**src/rtl/lcd_pkg.sv**
```systemverilog
package lcd_pkg;
  // Strobes from the framing control to the counting datapath.
  typedef struct packed {
    logic startFrame;  // open a new frame (count restarts)
    logic countLine;   // a long packet belongs to the current/new frame
    logic closeFrame;  // latch the total and compare
    logic flush;       // enable low: drop everything in flight
  } lcStrobe_t;
endpackage

```
**src/rtl/lcd_ctrl.sv**
```systemverilog
module lcd_ctrl
  import lcd_pkg::*;
(
  input  logic       clk,
  input  logic       rstN,
  input  logic       enable,
  input  logic       sofStb,
  input  logic       eofStb,
  input  logic       pktValid,
  input  logic       pktLong,
  input  logic       rdClr,
  input  logic       countDiffers,
  output lcStrobe_t  strobe,
  output logic       changePulse,
  output logic       stickyStat
);
  logic inFrame;
  logic refValid;
  logic changeNow;

  always_comb begin
    strobe.flush      = ~enable;
    strobe.startFrame = enable & sofStb;
    strobe.countLine  = enable & pktValid & pktLong & (inFrame | sofStb);
    strobe.closeFrame = enable & eofStb & ~sofStb & inFrame;
  end

  assign changeNow = strobe.closeFrame & refValid & countDiffers;

  always_ff @(posedge clk) begin
    if (!rstN) begin
      inFrame     <= 1'b0;
      refValid    <= 1'b0;
      changePulse <= 1'b0;
      stickyStat  <= 1'b0;
    end else begin
      if (strobe.flush) begin
        inFrame  <= 1'b0;
        refValid <= 1'b0;
      end else if (strobe.startFrame) begin
        inFrame <= 1'b1;
      end else if (strobe.closeFrame) begin
        inFrame  <= 1'b0;
        refValid <= 1'b1;
      end
      changePulse <= changeNow;
      stickyStat  <= changeNow | (stickyStat & ~rdClr);
    end
  end
endmodule

```
**src/rtl/lcd_datapath.sv**
```systemverilog
module lcd_datapath
  import lcd_pkg::*;
#(
  parameter int CNT_W = 16
) (
  input  logic             clk,
  input  logic             rstN,
  input  lcStrobe_t        strobe,
  output logic [CNT_W-1:0] lastCount,
  output logic             countDiffers
);
  localparam logic [CNT_W-1:0] CNT_MAX = {CNT_W{1'b1}};

  logic [CNT_W-1:0] lineCnt;
  logic [CNT_W-1:0] baseCnt;
  logic [CNT_W-1:0] frameTotal;

  always_comb begin
    baseCnt = strobe.startFrame ? '0 : lineCnt;
    if (strobe.countLine && (baseCnt != CNT_MAX))
      frameTotal = baseCnt + CNT_W'(1);
    else
      frameTotal = baseCnt;
  end

  assign countDiffers = (frameTotal != lastCount);

  always_ff @(posedge clk) begin
    if (!rstN) begin
      lineCnt   <= '0;
      lastCount <= '0;
    end else if (strobe.flush) begin
      lineCnt <= '0;
    end else if (strobe.closeFrame) begin
      lineCnt   <= '0;
      lastCount <= frameTotal;
    end else if (strobe.startFrame || strobe.countLine) begin
      lineCnt <= frameTotal;
    end
  end
endmodule

```
**src/rtl/line_count_monitor.sv**
```systemverilog
module line_count_monitor
  import lcd_pkg::*;
#(
  parameter int CNT_W = 16
) (
  input  logic             clk,
  input  logic             rstN,
  input  logic             enable,
  input  logic             sofStb,
  input  logic             eofStb,
  input  logic             pktValid,
  input  logic             pktLong,
  input  logic             rdClr,
  output logic [CNT_W-1:0] lastCount,
  output logic             changePulse,
  output logic             stickyStat
);
  lcStrobe_t strobe;
  logic      countDiffers;

  lcd_ctrl ctrl_i (
    .clk(clk), .rstN(rstN), .enable(enable), .sofStb(sofStb),
    .eofStb(eofStb), .pktValid(pktValid), .pktLong(pktLong),
    .rdClr(rdClr), .countDiffers(countDiffers), .strobe(strobe),
    .changePulse(changePulse), .stickyStat(stickyStat)
  );

  lcd_datapath #(.CNT_W(CNT_W)) dp_i (
    .clk(clk), .rstN(rstN), .strobe(strobe),
    .lastCount(lastCount), .countDiffers(countDiffers)
  );
endmodule

```
**config.mk**
```make
export PLATFORM = sky130hd
export DESIGN_NAME = line_count_monitor
export DESIGN_NICKNAME = d
export VERILOG_FILES = /design/src/rtl/lcd_pkg.sv /design/src/rtl/lcd_ctrl.sv /design/src/rtl/lcd_datapath.sv /design/src/rtl/line_count_monitor.sv
export SDC_FILE = /design/constraint.sdc
export NUM_CORES = 1
export LEC_CHECK = 0
export BUFFER_PORTS_ARGS = -buffer_cell sky130_fd_sc_hd__buf_2
export CAP_MARGIN = 10
export CORE_AREA = 2 2 65 98
export CTS_BUF_LIST = sky130_fd_sc_hd__clkbuf_4 sky130_fd_sc_hd__clkbuf_8 sky130_fd_sc_hd__clkbuf_16
export DETAILED_ROUTE_END_ITERATION = 8
export DIE_AREA = 0 0 67 100
export GPL_TIMING_DRIVEN = 0
export HOLD_SLACK_MARGIN = 0.02
export PLACE_DENSITY = 0.62
export SETUP_SLACK_MARGIN = 0.1
export SLEW_MARGIN = 20
export SYNTH_ARGS = -nofsm -noshare
export SYNTH_HDL_FRONTEND = slang
export SYNTH_SLANG_ARGS = --single-unit
```
**constraint.sdc**
```tcl
create_clock -name clk -period 6.3 [get_ports clk]
set_input_delay 1.89 -clock clk [delete_from_list [all_inputs] [get_ports clk]]
set_output_delay 1.89 -clock clk [all_outputs]
set_load 0.02 [all_outputs]
```
==> run summary, run 1 <==
Area Overhead vs Synth: 13.02%
Req. time, crit path: 6.46 ns
type of origin of the critical path: primary input
synth top area cells: dfxtp_1 (32%), nand2_1 (6.0%), and2_1 (4.7%)
gpl congestion: 0.8534
height of the die: 100 um
internal power: 0.3159 mW
final hold viol count: 0
Ys Warns: 0
setup bufs post-CTS: 0
via count: 2080
Detail Route Antenna Nets: 0
Slew @ Worst Pin: 0.6181 ns
Synth Net Count: 287
num rows: 35
synth unique cells: 58
ys async rst share: 0%
DRC errors left: 0
clock sink count: 36
Mapped Cells: 278
Die W: 67 um
kind of critical path: primary input to register
Setup-failing EPs final: 0
initial drt markers: 48
number of vias per cell: 5.431
CP arrival: 5.74 ns
predominant post-synthesis flop cell: dfxtp_1
Non-Filler Instances: 383
Bufs on Longest Clock Path: 2
hold path depth: 2
number of synthesized flops with an enable pin: 0
Avg Cell Area, Syn: 8.124 um^2
drt wl/cell: 16.54 um
Worst-Skew Late Latency: 0.29 ns
part of the power in registers: 55.2%
minimum clock period: 5.580 ns
MaxCap Viol Count: 0
core area: 5956 um^2
Final Max Slew Viols: 0
run status: finished, final reports clean
CTS tree: built
routed wire length: 6.335 mm
initial antenna violation count: 0
clock power share: 38.8%
Post-CTS Resized: 0
First-pass DRT Iterations: 4
Synth Register Bits: 36
die area: 6700 um^2
r2r setup slk: 3.04 ns
share of the synthesized area in the top cell type: 31.91%
Fmax achieved: 179.2 MHz
Sw Ratio: 23.93%
number of fill cells in the layout: 635
largest net degree at the start of global routing: 11
slew margin rel.: 58.43%
leakage power: 1.034 nW
Worst-path clk slew: 0.07 ns
Initial Utilization: 37.92%
cts bufs inserted: 5
RSZ-0062 raised after global routing: no
Synth area leader: dfxtp_1
critical-path maximum fanout: 10
Max VDD drop: 110.8 uV
R2R depth: 11
Global Route Usage Sum: 20.68%
placed insts: 376
Final Net Count: 318
worst hold margin: 0.4908 ns
Port Buffers: 24
Seq/Total Area, Yosys: 31.91%
grt ovf: 0
clk root buf: clkbuf_8
Hold WC Path Type: register to register
Design Power: 0.4153 mW
Post-DP HPWL: 4.934 mm
CTS Hold Bufs: 0
Cell Pwr Density: 162.7 nW/um^2
Critical Path Sink Type: register
Final Skew: 0.006830 ns
vias in the first global route: 2083
Final Cycle Share: 88.57%
diode count: 0
fraction of layout cells with a size suffix above 1: 15.53%
Comb pwr share: 6.1%
Switch Pwr: 0.09939 mW
boundary pin count: 26
top cells by count, synth: dfxtp_1 (36), nand2_1 (36), nor2_1 (26)
number of H-tree levels: 2
Mapped Area: 2258 um^2
first-pass GRT wire length: 10.32 mm
final core occ: 42.86%
TNS Setup: 0 ns
power groups by stage:
stage	logic, mW	clock network, mW	registers (mW)
after floorplan	0.0150	0	0.235
after global placement	0.0250	0	0.234
after detailed placement	0.0250	0	0.234
after CTS	0.0252	0.167	0.229
after global routing	0.0275	0.172	0.229
final	0.0252	0.161	0.229
cell families (layout without fill, tap and decap cells):
group           after synthesis  count (layout)  synth area share [%]
simple gates                141             141                 34.74
compound gates               54              54                 17.79
flops                        36              36                 31.91
xor+xnor                     22              22                 8.532
buf+inv                      20              51                 4.377
mux                           4               4                 2.105
fa+ha+maj                     1               1                0.5539
critical path, cell delays in order:
cell and delay, ns:
buf_2 0.17, nand2_2 0.15, buf_2 0.24, clkbuf_1 0.43
nand2_1 0.19, inv_1 0.12, ha_1 0.27, o2111a_1 0.33
nand4_4 0.16, a2111oi_4 0.44, nor3_1 0.13, or4_1 0.54
a211o_1 0.24, nor4_1 0.31, a31oi_1 0.13
metrics by stage:
| step | setup WS, ns | cell area [um^2] |
|---|---|---|
| 6_report | 0.7199 | 2552 |
| 5_1_grt | 0.4063 | 2552 |
| 4_1_cts | 0.7394 | 2552 |
| 3_5_place_dp | 0.4445 | 2471 |
| 3_3_place_gp | 0.4350 | 2471 |
| 2_1_floorplan | 1.194 | 2258 |
cell type report:
type,instances,area (um^2),area share [%]
Multi-Input combinational cell,222,1439,56.37
Clock inverter,1,5.005,0.1961
Inverter,7,26.28,1.029
Clock buffer,6,76.32,2.990
Timing Repair Buffer,24,120.1,4.706
Buffer,13,72.57,2.843
Sequential cell,36,720.7,28.24
Tap cell,74,92.59,3.627
layer usage:
layer  GRT usage [%]  wire length [um]
met5               0                 0
met4           13.19               354
met3           3.475               212
met2           35.87              3202
met1           22.53              2565
layout by cell type (no fill, tap or decap), types with 2 or more instances in the layout:
cell type	n
nor3_1	7
a2111oi_0	2
xor2_1	11
buf_2	25
buf_6	3
mux2_2	2
and2_1	17
inv_1	7
o2111a_1	2
nor4_1	2
or3_1	5
dfxtp_1	36
nand4_1	4
xnor2_1	11
o21ai_0	15
clkbuf_8	5
and3_1	13
and4_1	4
nand3_1	9
nand4_4	2
o211a_1	4
nor2_1	26
o32ai_1	2
nand2_1	36
nand2b_1	2
clkbuf_1	9
a21oi_1	10
a21boi_0	2
nand3b_1	2
a31oi_1	3
flip-flops by register name, indices dropped and copies added, names as in the netlist:
signal,count
ctrl_i.refValid,1
ctrl_i.stickyStat,1
ctrl_i.inFrame,1
dp_i.lineCnt,16
ctrl_i.changePulse,1
dp_i.lastCount,16
path summary, 6_finish.rpt:
kind,startpoint,end
worst min register to register,ctrl_i.refValid,ctrl_i.refValid
worst max register to register,dp_i.lineCnt[0],ctrl_i.changePulse
worst min-delay path,ctrl_i.refValid,ctrl_i.refValid
worst max-delay path,sofStb,ctrl_i.changePulse
No activity file was read; power rests on OpenSTA's default activity.
==> run 2: changes to the inputs <==
--- a/config.mk
+++ b/config.mk
@@ -5,12 +5,13 @@
 export SDC_FILE = /design/constraint.sdc
 export NUM_CORES = 1
 export LEC_CHECK = 0
+export ABC_AREA = 1
 export BUFFER_PORTS_ARGS = -buffer_cell sky130_fd_sc_hd__buf_2
 export CAP_MARGIN = 10
-export CORE_AREA = 2 2 65 98
+export CORE_AREA = 2 2 67 100
 export CTS_BUF_LIST = sky130_fd_sc_hd__clkbuf_4 sky130_fd_sc_hd__clkbuf_8 sky130_fd_sc_hd__clkbuf_16
 export DETAILED_ROUTE_END_ITERATION = 8
-export DIE_AREA = 0 0 67 100
+export DIE_AREA = 0 0 69 102
 export GPL_TIMING_DRIVEN = 0
 export HOLD_SLACK_MARGIN = 0.02
 export PLACE_DENSITY = 0.62
==> run summary, run 2 <==
Sw Ratio: 26.70%
share of the synthesized area in the top cell type: 29.95%
top cells by count, synth: nand2_1 (117), nor2_1 (52), inv_1 (40)
Mapped Area: 2406 um^2
Critical Path Sink Type: register
multiplexer area fraction after synthesis: 0%
Area Overhead vs Synth: 12.69%
critical-path maximum fanout: 10
crit-path cells: buf_2 -> nand2_4 -> buf_8 -> inv_1 -> nor2_2 -> ha_1 -> nand2_1 -> nor2_1 -> nand2_1 -> o21ai_0 -> nand2_2 -> nand2_1 -> nand2_1 -> nor2_1 -> nand2_1 -> nor2_1 -> nand2_1 -> nand2_1 -> nand2_1
largest family of logic cells by synthesized area: simple AND/OR/NAND/NOR gates
die area: 7038 um^2
most common cell in the synthesized netlist: nand2_1
cts bufs inserted: 5
setup bufs post-CTS: 0
Fmax achieved: 223.0 MHz
part of the power in registers: 51.5%
Hold EP: ctrl_i.refValid
core area: 6131 um^2
clk root buf: clkbuf_8
CP arrival: 4.68 ns
Detail Route Antenna Nets: 0
Crit Reg-Reg Startpoint: dp_i.lineCnt[0]
leakage power: 1.262 nW
predominant post-synthesis flop cell: dfxtp_1
type of origin of the critical path: primary input
DRC errors left: 0
Req. time, crit path: 6.49 ns
complex-gate fraction of the synthesized area: 7.748%
hold path depth: 2
Synth Net Count: 391
number of H-tree levels: 2
Crit path top cell by count: nand2_1
RSZ-0062 raised after global routing: no
slew margin rel.: 58.57%
Switch Pwr: 0.1201 mW
Top Registers: dp_i.lastCount: 16 flops, dp_i.lineCnt: 16 flops
slowest CP cell: ha_1
Initial Utilization: 39.24%
grt ovf: 0
number of vias per cell: 5.094
Die W: 69 um
Final Net Count: 422
Post-CTS Resized: 0
CTS Hold Bufs: 0
First-pass DRT Iterations: 5
minimum clock period: 4.484 ns
TNS Setup: 0 ns
fraction of layout cells with a size suffix above 1: 17.63%
routed wire length: 6.762 mm
placed insts: 480
ys async rst share: 0%
clock sink count: 36
first-pass GRT wire length: 11.23 mm
Worst-Skew Late Latency: 0.30 ns
final core occ: 44.22%
Bufs on Longest Clock Path: 2
largest net degree at the start of global routing: 12
vias in the first global route: 2389
initial antenna violation count: 0
Cell Pwr Density: 165.9 nW/um^2
Synth area leader: dfxtp_1
boundary pin count: 26
gpl congestion: 0.9752
number of synthesized flops with an enable pin: 0
Global Route Usage Sum: 20.27%
Final Cycle Share: 71.17%
height of the die: 102 um
Final Max Slew Viols: 0
clock power share: 39.8%
Ys Warns: 0
Final Skew: 0.01104 ns
CTS tree: built
Non-Filler Instances: 488
kind of critical path: primary input to register
Post-DP HPWL: 5.376 mm
MaxCap Viol Count: 0
Reg-to-Reg End: ctrl_i.stickyStat
Synth Area in Adders: 0.5200%
via count: 2486
r2r setup slk: 3.67 ns
run status: finished, final reports clean
R2R depth: 16
final hold viol count: 0
Max VDD drop: 115.9 uV
simple-gate share of the synthesized area: 51.90%
Hold WC Path Type: register to register
Port Buffers: 24
xor/xnor share of the synthesized area: 0.3640%
worst hold margin: 0.4572 ns
num rows: 35
internal power: 0.3298 mW
Critical Path Max Stage Delay: 0.34 ns
Synth Register Bits: 36
Comb pwr share: 8.6%
drt wl/cell: 13.86 um
Setup-failing EPs final: 0
Avg Cell Area, Syn: 6.299 um^2
most common cell after layout, fill and taps aside: nand2_1
Worst-path clk slew: 0.08 ns
Mapped Cells: 382
Slew @ Worst Pin: 0.6214 ns
synth top area cells: dfxtp_1 (30%), nand2_1 (18%), nor2_1 (8.1%)
diode count: 0
Seq/Total Area, Yosys: 29.95%
commonest non-fill, non-tap cells in the layout: nand2_1 (117), nor2_1 (52), inv_1 (40)
synth unique cells: 25
Hold Startpoint: ctrl_i.refValid
initial drt markers: 136
==> run 2: cell types whose count changed after synthesis, moves of 9 or more <==
cell,before,now
and2_1,17,0
nand3_2,0,9
xor2_1,11,1
nor2_1,26,52
nand3_1,9,35
nand2_1,36,117
xnor2_1,11,0
nand3b_1,2,12
and3_1,13,0
inv_1,7,40
==> run 2: power by group through the flow <==
stage / Combinational, mW / Sequential, mW / Clock (mW)
after detailed placement: 0.0387 / 0.237 / 0
final: 0.0388 / 0.232 / 0.179
after global routing: 0.0436 / 0.232 / 0.187
after CTS: 0.0388 / 0.232 / 0.181
after global placement: 0.0388 / 0.237 / 0
after floorplan: 0.0248 / 0.238 / 0
==> run 2: how the worst max path moves through the flow <==
| stage | cells after the start | to | from |
|---|---|---|---|
| 4_1_cts | 19 | ctrl_i.stickyStat | enable |
| 5_1_grt | 19 | ctrl_i.stickyStat | enable |
| 2_1_floorplan | 19 | ctrl_i.stickyStat | enable |
| 3_3_place_gp | 19 | ctrl_i.stickyStat | enable |
| 3_5_place_dp | 19 | ctrl_i.stickyStat | enable |
| 6_report | 19 | ctrl_i.stickyStat | enable |
==> run 2: final cells by class <==
class | instances | area [um^2]
Buffer | 8 | 56.30
Clock buffer | 7 | 83.83
Clock inverter | 1 | 8.758
Fill cell | 682 | 3420
Inverter | 46 | 172.7
Multi-Input combinational cell | 292 | 1456
Sequential cell | 36 | 720.7
Tap cell | 74 | 92.59
Timing Repair Buffer | 24 | 120.1
==> run 2: through the flow <==
stage | worst slack [ns] | area (um^2) | power [mW]
6_report | 1.816 | 2711 | 0.4499
4_1_cts | 1.807 | 2711 | 0.4522
2_1_floorplan | 2.381 | 2406 | 0.2632
5_1_grt | 1.433 | 2711 | 0.4631
3_3_place_gp | 1.508 | 2619 | 0.2760
3_5_place_dp | 1.496 | 2619 | 0.2760
==> run 2: per-layer routing <==
metal / track usage [%] / routed length, um / up-vias
met3: 1.972 / 304 / 14
met1: 22.10 / 2827 / 1133
li1: - / - / 1280
met5: 0 / 0 / -
met4: 9.955 / 192 / 0
met2: 38.98 / 3438 / 59
==> run 2: kinds of logic (layout without fill, tap and decap cells) <==
logic type / after synthesis / count (layout)
adders and majority gates: 1 / 1
and+or+nand+nor: 256 / 256
DFF: 36 / 36
AOI/OAI and AO/OA: 34 / 34
xor gates and xnor gates: 1 / 1
buffers and inverters: 54 / 86
==> run 2: critical path: cells and delay by family <==
kind            cells  cell delay, ns
simple gates       14            1.65
compound gates      1            0.33
fa+ha+maj           1            0.34
buf+inv             3            0.45
